--- src/rtl/pwm_pkg.sv ---
package pwm_pkg;
  parameter int NIB_W        = 4;
  parameter int DATA_W       = 2 * NIB_W;
  parameter int PHASE_W      = DATA_W;
  parameter int POL_W        = 8;
  parameter int PWM_CHANNELS = 16;
  parameter int PWM_ADDR_W   = 5;

  typedef struct packed {
    logic               clear;
    logic               load;
    logic [PHASE_W-1:0] phase;
  } pwm_strobe_t;
endpackage

--- src/rtl/pwm_ctrl.sv ---
module pwm_ctrl
  import pwm_pkg::*;
#(
  parameter int NUM_CH = PWM_CHANNELS,
  parameter int ADDR_W = PWM_ADDR_W
) (
  input  logic                           clk,
  input  logic                           rst,
  input  logic                           stopReq,
  input  logic                           wrEn,
  input  logic [ADDR_W-1:0]              addr,
  input  logic [DATA_W-1:0]              wrData,
  output logic [DATA_W-1:0]              rdData,
  output logic [NUM_CH-1:0][DATA_W-1:0]  dataRegs,
  output logic [NUM_CH-1:0]              polVec,
  output pwm_strobe_t                    strobe
);
  localparam int POL_REGS = NUM_CH / POL_W;

  logic [PHASE_W-1:0] phaseCnt;

  always_ff @(posedge clk) begin
    if (rst || stopReq) phaseCnt <= '0;
    else                phaseCnt <= phaseCnt + 1'b1;
  end

  for (genvar ch = 0; ch < NUM_CH; ch++) begin : g_data
    logic [DATA_W-1:0] dataQ;
    always_ff @(posedge clk) begin
      if (rst || stopReq)
        dataQ <= '0;
      else if (wrEn && addr == ADDR_W'(ch))
        dataQ <= wrData;
    end
    assign dataRegs[ch] = dataQ;
  end

  for (genvar j = 0; j < POL_REGS; j++) begin : g_pol
    logic [POL_W-1:0] polQ;
    always_ff @(posedge clk) begin
      if (rst)
        polQ <= '0;
      else if (wrEn && addr == ADDR_W'(NUM_CH + j))
        polQ <= wrData[POL_W-1:0];
    end
    assign polVec[j*POL_W +: POL_W] = polQ;
  end

  always_comb begin
    rdData = '0;
    for (int ch = 0; ch < NUM_CH; ch++)
      if (addr == ADDR_W'(ch)) rdData = dataRegs[ch];
    for (int j = 0; j < POL_REGS; j++)
      if (addr == ADDR_W'(NUM_CH + j)) rdData = DATA_W'(polVec[j*POL_W +: POL_W]);
  end

  assign strobe.clear = stopReq;
  assign strobe.load  = (phaseCnt == '1);
  assign strobe.phase = phaseCnt;
endmodule

--- src/rtl/pwm_datapath.sv ---
module pwm_datapath
  import pwm_pkg::*;
#(
  parameter int NUM_CH = PWM_CHANNELS
) (
  input  logic                           clk,
  input  logic                           rst,
  input  pwm_strobe_t                    strobe,
  input  logic [NUM_CH-1:0][DATA_W-1:0]  dataRegs,
  input  logic [NUM_CH-1:0]              polVec,
  output logic [NUM_CH-1:0][DATA_W-1:0]  shadowRegs,
  output logic [NUM_CH-1:0]              pwmOut
);
  logic [NIB_W-1:0] pulseIdx, pulsePos, idxRev;

  assign pulseIdx = strobe.phase[PHASE_W-1:NIB_W];
  assign pulsePos = strobe.phase[NIB_W-1:0];

  always_comb begin
    for (int b = 0; b < NIB_W; b++) idxRev[b] = pulseIdx[NIB_W-1-b];
  end

  for (genvar ch = 0; ch < NUM_CH; ch++) begin : g_chan
    logic [DATA_W-1:0] shadowQ;
    logic [NIB_W-1:0]  dutyHi, extraLo;
    logic              addExtra, activeNow, outQ;
    logic [NIB_W:0]    limit;

    assign dutyHi    = shadowQ[DATA_W-1:NIB_W];
    assign extraLo   = shadowQ[NIB_W-1:0];
    assign addExtra  = (idxRev < extraLo);
    assign limit     = {1'b0, dutyHi} + {{NIB_W{1'b0}}, addExtra};
    assign activeNow = ({1'b0, pulsePos} < limit);

    always_ff @(posedge clk) begin
      if (rst) begin
        shadowQ <= '0;
        outQ    <= 1'b0;
      end else if (strobe.clear) begin
        shadowQ <= '0;
        outQ    <= polVec[ch];
      end else begin
        if (strobe.load) shadowQ <= dataRegs[ch];
        outQ <= activeNow ^ polVec[ch];
      end
    end

    assign shadowRegs[ch] = shadowQ;
    assign pwmOut[ch]     = outQ;
  end
endmodule

--- src/rtl/pwm_unit.sv ---
module pwm_unit
  import pwm_pkg::*;
#(
  parameter int NUM_CH = PWM_CHANNELS,
  parameter int ADDR_W = PWM_ADDR_W
) (
  input  logic              clk,
  input  logic              rst,
  input  logic              stopReq,
  input  logic              wrEn,
  input  logic [ADDR_W-1:0] addr,
  input  logic [DATA_W-1:0] wrData,
  output logic [DATA_W-1:0] rdData,
  output logic [NUM_CH-1:0] pwmOut
);
  logic [NUM_CH-1:0][DATA_W-1:0] dataRegs;
  logic [NUM_CH-1:0][DATA_W-1:0] shadowRegs;
  logic [NUM_CH-1:0]             polVec;
  pwm_strobe_t                   strobe;

  pwm_ctrl #(.NUM_CH(NUM_CH), .ADDR_W(ADDR_W)) u_ctrl (
    .clk(clk), .rst(rst), .stopReq(stopReq), .wrEn(wrEn), .addr(addr),
    .wrData(wrData), .rdData(rdData), .dataRegs(dataRegs), .polVec(polVec),
    .strobe(strobe)
  );

  pwm_datapath #(.NUM_CH(NUM_CH)) u_dp (
    .clk(clk), .rst(rst), .strobe(strobe), .dataRegs(dataRegs),
    .polVec(polVec), .shadowRegs(shadowRegs), .pwmOut(pwmOut)
  );
endmodule

--- config.mk ---
export PLATFORM = sky130hd
export DESIGN_NAME = pwm_unit
export DESIGN_NICKNAME = d
export VERILOG_FILES = /design/src/rtl/pwm_pkg.sv /design/src/rtl/pwm_ctrl.sv /design/src/rtl/pwm_datapath.sv /design/src/rtl/pwm_unit.sv
export SDC_FILE = /design/constraint.sdc
export NUM_CORES = 1
export LEC_CHECK = 0
export ABC_AREA = 0
export CAP_MARGIN = 25
export CORE_ASPECT_RATIO = 1.4
export CORE_MARGIN = 5
export CORE_UTILIZATION = 51
export DETAILED_ROUTE_END_ITERATION = 6
export PLACE_DENSITY_LB_ADDON = 0.3
export SLEW_MARGIN = 20
export SYNTH_ARGS = -nofsm -noshare
export SYNTH_HDL_FRONTEND = slang
export SYNTH_SLANG_ARGS = --single-unit
--- constraint.sdc ---
create_clock -name clk -period 6.14 [get_ports clk]
set_input_delay 0.921 -clock clk [delete_from_list [all_inputs] [get_ports clk]]
set_output_delay 0.921 -clock clk [all_outputs]
set_load 0.02 [all_outputs]
==> metrics.md, run 1 <==
| Metric | Value |
|---|---|
| First-pass GRT wire length | `slightly above 70000 um` |
| Die H | `218 um` |
| Post-Layout Cell Count | `2287` |
| Vias in the first global route | `12.9k` |
| Setup Fix Bufs, Post-CTS | `0` |
| #FFs+latches synth | `slightly below 300` |
| Yosys warns | `0` |
| Crit-path max FO | `15` |
| Most common cell in the netlist | `nand2_1` |
| CTS sink cnt | `~300` |
| First-pass detailed-route iteration total | `5` |
| Max Freq | `195 MHz` |
| Xor and xnor area share after synthesis | `2.01%` |
| Worst path max stage delay | `around 0.76 ns` |
| Worst hold path class | `flip-flop to flip-flop` |
| Post-synthesis mux area share | `approximately 7%` |
| Port buffer count | `40` |
| Dpl cells | `between 2k and 2.5k` |
| # hold bufs at CTS | `0` |
| Area leader, netlist | `dfxtp_1` |
| Period utilisation layout | `83.4%` |
| Main combinational cell family by area after synthesis | `simple AND/OR/NAND/NOR gates` |
| Post-Synth Adder-Cell Area | `10.3%` |
| Num CTS Buffers | `29` |
| FILL cells | `2834` |
| Worst slack at placement | `1.07 ns` |
| Power per cell area | `237 mW/mm^2` |
| Grt total ovfl | `0` |
| Setup ws final | `about 1.0 ns` |
| WL final | `46800 um` |
| Sequential Area | `0.00593 sq mm` |
| DRC | `0` |
| Syn_area_per_cell | `8.15 sq um` |
| Compound-gate portion of the synthesized area | `18.0%` |
| Overall routing resource usage | `a little over a quarter` |
| Max-slew violation count | `0` |
| Status | `finished, final reports clean` |
| Top FF cell, synth | `dfxtp_1` |
| Reg2Reg Capture Point | `u_dp.g_chan[5].outQ` |
| Slowest CP cell | `clkdlybuf4s50_1` |
| Area delta synth->final | `9.20%` |
| Vias | `13.3k` |
| Width of the die | `around 160 um` |
| CP Data Required Time | `5.22 ns` |
| Layout cells sized above 1 | `7.23%` |
| CP endpoint kind | `output port` |
| Total Nets Final | `just over 2k` |
| Slew @ Worst Pin | `1.11 ns` |
| Critical path class | `primary input to output port` |
| Top cells by area, synth | `dfxtp_1 38%, ha_1 10%, nand2_1 9.0%` |
| Largest net degree at the start of global routing | `between 100 and 150` |
| Htree depth | `1` |
| CP Launch Type | `primary input` |
| CTS tree | `yes` |
| Syn nets | `between 2k and 2.5k` |
| Number of cells on the worst reg-to-reg path | `12` |
| Clk_skew | `0.0123 ns` |
| Die Footprint | `0.0344 sq mm` |
| Crit path cell chain | `clkdlybuf4s50_1, buf_4, and3b_1, o21ai_0, o211ai_2, o21ai_1, a2111oi_2, clkdlybuf4s50_1` |
| Hold Crit Start | `u_dp.g_chan[3].shadowQ[3]` |
| Dpl hpwl | `32900 um` |
| I/O Pins | `41` |
| CTS resizes | `0` |
| Internal reg-to-reg setup slack | `2.34 ns` |
| RSZ-0062 raised after global routing | `false` |
| Synth Area in Simple Gates | `18.5%` |
| CTS root buf | `clkbuf_16` |
| Max-cap check violation count | `0` |
| Routability cong. | `roughly 0.95` |
| # rows | `76` |
| Via density | `just under 6` |
| TNS Setup | `0 ns` |
| Final hold violation count | `0` |
| DRT iter0 DRCs | `949` |
| WHS Path Cells | `2` |
| Synth cell count leaders | `378 x nand2_1, 296 x dfxtp_1, 280 x a21oi_1` |
| Hold path endpoint | `u_dp.g_chan[3].shadowQ[3]` |
| Post-synth EDFFs | `0` |
| Sequential share of the synthesized area | `37.7%` |
| Initial antenna violation count | `2` |
| Core area | `a little over 0.03 sq mm` |
| Post-Syn Area | `about 0.016 sq mm` |
| Footprint of the multi-input gates | `0.00878 sq mm` |
| Final setup violation count | `0` |
| Fin crit period | `5.12 ns` |
| Rel. slew slack | `25.7%` |
| Post-synth top area share | `37.7%` |
| Clk pin slew, worst setup/hold paths | `0.06 ns` |
| Synth cell types | `73` |
| Most used cell, CP | `clkdlybuf4s50_1` |
| Critical Path AT | `4.20 ns` |
| Start of the worst register-to-register path | `u_ctrl.phaseCnt[6]` |
| Routed len/inst | `20.5 um` |
| Clock Latency Late Sink | `0.56 ns` |
| LEAKAGE | `6.24 nW` |
| Worst VDD drop | `0.228 mV` |
| Initial Utilization | `51.3%` |
| Clk buf depth | `3` |
| Detail Route Antenna Nets | `0` |
| Synth async-reset ratio | `0%` |
| Cells after Synth | `around 1.9k` |
==> metal layers <==
| layer | share of wire, % | vias up | GRT usage (%) | wire (um) |
|---|---|---|---|---|
| met2 | 51 | 384 | 48.2 | 23900 |
| li1 | - | 6478 | - | - |
| met5 | 0.032 | - | 0 | 15 |
| met3 | 4.7 | 90 | 2.96 | 2180 |
| met1 | 40 | 6343 | 32.7 | 18900 |
| met4 | 3.9 | 2 | 10.5 | 1810 |
==> worst max-delay path by stage <==
| stage | from | to | slack (ns) | depth (start not counted) |
|---|---|---|---|---|
| floorplan | addr[3] | rdData[0] | 2.80 | 7 |
| global placement | addr[2] | rdData[5] | 1.04 | 8 |
| detailed placement | addr[2] | rdData[5] | 1.07 | 8 |
| CTS | addr[2] | rdData[5] | 1.06 | 8 |
| global route | addr[2] | rdData[5] | 0.87 | 8 |
| finish | addr[2] | rdData[5] | 1.02 | 8 |
==> power breakdown <==
| part | total [W] | leakage, nW | switching [W] | internal, W |
|---|---|---|---|---|
| clock | 0.00190 | 0.491 | 0.000761 | 0.00114 |
| combinational | 0.000245 | 3.36 | 0.000172 | 0.0000731 |
| sequential | 0.00193 | 2.38 | 0.00000440 | 0.00193 |
==> kinds of logic after synthesis <==
kind of cell,Yosys count
buffers and inverters,217
AOI/OAI and AO/OA,498
xor gates and xnor gates,36
DFF,296
adders and majority gates,129
and+or+nand+nor,644
muxes,105
==> metrics by stage <==
step                      util, %  total power [W]  hold WS [ns]  instance area (sq um)
after floorplan                 -          0.00213         0.436                  15700
after global placement       52.4          0.00220         0.442                  16000
after detailed placement     52.6          0.00221         0.447                  16100
after CTS                    55.9          0.00409         0.455                  17100
after global routing         56.0          0.00419         0.468                  17100
final                        56.0          0.00407         0.454                  17100
==> state kept, by name, indices dropped and copies added, names as in the netlist <==
name and flops:
u_ctrl.g_data.dataQ 128, u_ctrl.phaseCnt 8, u_dp.g_chan.shadowQ 128, u_ctrl.g_pol.polQ 16, u_dp.g_chan.outQ 16
==> cell usage in the layout (no fill, tap or decap), types with 21 or more instances in the layout <==
cell type        Yosys  layout
ha_1               129     129
mux2i_1             78      78
clkdlybuf4s50_1      0      36
a21oi_1            280     280
a21o_1              48      48
nor2_1             100      99
nand2b_1            38      38
clkbuf_16            0      29
nand3_1             47      47
inv_1               70      70
mux2_2              24      24
o21ai_0             94      94
buf_4               22      21
nand2_1            378     378
nor2b_1             23      23
dfxtp_1            296     296
==> layout make-up <==
class,count,area share [%]
antenna,1,0.0146
clock buffer,38,4.72
clock inverter,12,1.17
inverter,70,1.53
multi-input combinational,1412,51.2
sequential,296,34.6
tap,390,2.85
timing repair buffer,68,3.91
==> worst max-delay path, delay by kind of cell <==
kind,cells,cell delay (ns)
buffers and inverters,3,1.77
AOI/OAI and AO/OA,4,0.99
and+or+nand+nor,1,0.51
Note: power is estimated with default switching activity, not from simulation.
==> inputs of run 2 (changes only) <==
==> constraint.sdc (replaced) <==
create_clock -name clk -period 4.8 [get_ports clk]
set_input_delay 0.72 -clock clk [delete_from_list [all_inputs] [get_ports clk]]
set_output_delay 0.72 -clock clk [all_outputs]
set_load 0.02 [all_outputs]
==> metrics.md, run 2 (synthesized netlist as in run 1, its figures left out) <==
| Metric | Value |
|---|---|
| Num CTS Buffers | `29` |
| Layout cells sized above 1 | `around 8%` |
| Number of cells on the worst reg-to-reg path | `13` |
| Htree depth | `1` |
| Period utilisation layout | `90.5%` |
| Max-slew violation count | `0` |
| Width of the die | `158 um` |
| Die H | `~220 um` |
| Reg2Reg Capture Point | `u_dp.g_chan[6].outQ` |
| Largest net degree at the start of global routing | `99` |
| Slew @ Worst Pin | `~1.1 ns` |
| CTS root buf | `clkbuf_16` |
| Vias | `between 10k and 15k` |
| Final hold violation count | `0` |
| Total Nets Final | `2041` |
| DRC | `0` |
| CTS sink cnt | `slightly below 300` |
| Setup Fix Bufs, Post-CTS | `0` |
| Commonest non-fill, non-tap cell in the layout | `nand2_1` |
| DRT iter0 DRCs | `927` |
| Worst hold path class | `flip-flop to flip-flop` |
| Critical Path AT | `around 3.6 ns` |
| Fin crit period | `roughly 4.3 ns` |
| Power, Total | `0.00503 W` |
| Vias in the first global route | `12.9k` |
| Setup ws final | `0.458 ns` |
| Commonest cells after routing, fill and taps aside | `378 x nand2_1, 296 x dfxtp_1, 280 x a21oi_1` |
| Routed len/inst | `20.9 um` |
| CP Data Required Time | `4.08 ns` |
| Diodes inserted | `0` |
| CP endpoint kind | `output port` |
| Port buffer count | `40` |
| LEAKAGE | `6.30 nW` |
| Biggest registers after layout | `u_ctrl.g_data.dataQ (128), u_dp.g_chan.shadowQ (128)` |
| Worst VDD drop | `0.284 mV` |
| Clk pin slew, worst setup/hold paths | `0.06 ns` |
| I/O Pins | `41` |
| Grt total ovfl | `0` |
| First-pass detailed-route iteration total | `6` |
| Clk buf depth | `3` |
| Area delta synth->final | `9.60%` |
| Max-cap check violation count | `0` |
| Detail Route Antenna Nets | `0` |
| Dpl hpwl | `34200 um` |
| CTS tree | `yes` |
| WL final | `48200 um` |
| Rel. slew slack | `25.3%` |
| Status | `finished, final reports clean` |
| # rows | `76` |
| RSZ-0062 raised after global routing | `false` |
| CP Launch Type | `primary input` |
| Die Footprint | `0.0344 sq mm` |
| FILL cells | `2886` |
| Critical path class | `primary input to output port` |
| Overall routing resource usage | `27.6%` |
| TNS Setup | `0 ns` |
| Core area | `0.0306 sq mm` |
| Clock Latency Late Sink | `0.57 ns` |
| Start of the worst register-to-register path | `u_ctrl.phaseCnt[6]` |
| Max Freq | `230 MHz` |
| # hold bufs at CTS | `0` |
| Power per cell area | `between 200 and 300 mW/mm^2` |
| Crit path launch | `addr[4]` |
| First-pass GRT wire length | `74400 um` |
| Crit path to | `rdData[3]` |
| Internal reg-to-reg setup slack | `1.19 ns` |
| Final setup violation count | `0` |
| Worst slack at placement | `0.476 ns` |
| Via density | `5.84` |
| Routability cong. | `roughly 0.93` |
| Clk_skew | `0.0240 ns` |
| Initial antenna violation count | `1` |
| Initial Utilization | `51.3%` |
| CTS resizes | `0` |
| Crit-path max FO | `22` |
==> run 2: cell count changes in the layout (fill, tap and decap cells not counted), moves of 2 or more <==
cell | previous run | this run
buf_4 | 21 | 37
bufinv_16 | 5 | 1
clkinv_2 | 3 | 7
buf_12 | 3 | 5
clkbuf_8 | 5 | 7
clkinvlp_4 | 2 | 0
==> run 2: worst min path at each step <==
stage / startpoint / to / slack [ns] / cells past startpoint
after global routing: u_dp.g_chan[10].shadowQ[1] / u_dp.g_chan[10].shadowQ[1] / 0.47 / 2
after detailed placement: u_dp.g_chan[13].shadowQ[1] / u_dp.g_chan[13].shadowQ[1] / 0.45 / 2
final: u_dp.g_chan[11].shadowQ[1] / u_dp.g_chan[11].shadowQ[1] / 0.45 / 2
after floorplan: u_dp.g_chan[0].shadowQ[1] / u_dp.g_chan[0].shadowQ[1] / 0.44 / 2
after CTS: u_dp.g_chan[13].shadowQ[1] / u_dp.g_chan[13].shadowQ[1] / 0.45 / 2
after global placement: u_dp.g_chan[9].shadowQ[3] / u_dp.g_chan[9].shadowQ[3] / 0.44 / 2
==> run 2: cell type report <==
class                      instances  area (sq um)  area share (%)
multi-input combinational       1412          8780            51.0
timing repair buffer              86           823            4.79
sequential                       296          5930            34.4
inverter                          70           263            1.53
tap                              390           488            2.84
clock buffer                      41           841            4.89
clock inverter                     9          81.3           0.473
==> run 2: per-layer routing <==
metal | vias to the layer above | share of wire (%) | global-route usage [%]
met5 | - | 0.027 | 0
met4 | 2 | 4.7 | 12.0
met3 | 102 | 5.3 | 3.36
met2 | 412 | 50 | 48.7
met1 | 6421 | 40 | 33.4
li1 | 6507 | - | -
==> run 2: worst max-delay path, stage by stage <==
cell and delay [ns]:
clkdlybuf4s50_1 0.63, or3b_1 0.49, buf_4 0.38, a21oi_1 0.07, o21ai_0 0.16, a31oi_1 0.15
o221ai_1 0.34, clkdlybuf4s50_1 0.67
==> run 2: power breakdown <==
group	internal, W	switching [W]	leakage [nW]
logic	0.000103	0.000225	3.45
clock network	0.00127	0.000972	0.462
registers	0.00246	0.00000556	2.38
==> run 2: stage by stage <==
stage          utilization (%)  area, sq um  std cells  hold slack [ns]
3_5_place_dp              53.1        16300       2253            0.446
6_report                  56.2        17200       2304            0.453
2_1_floorplan                -        15700       1925            0.436
5_1_grt                   56.2        17200       2304            0.469
4_1_cts                   56.1        17200       2303            0.455
3_3_place_gp              53.0        16200       2250            0.442
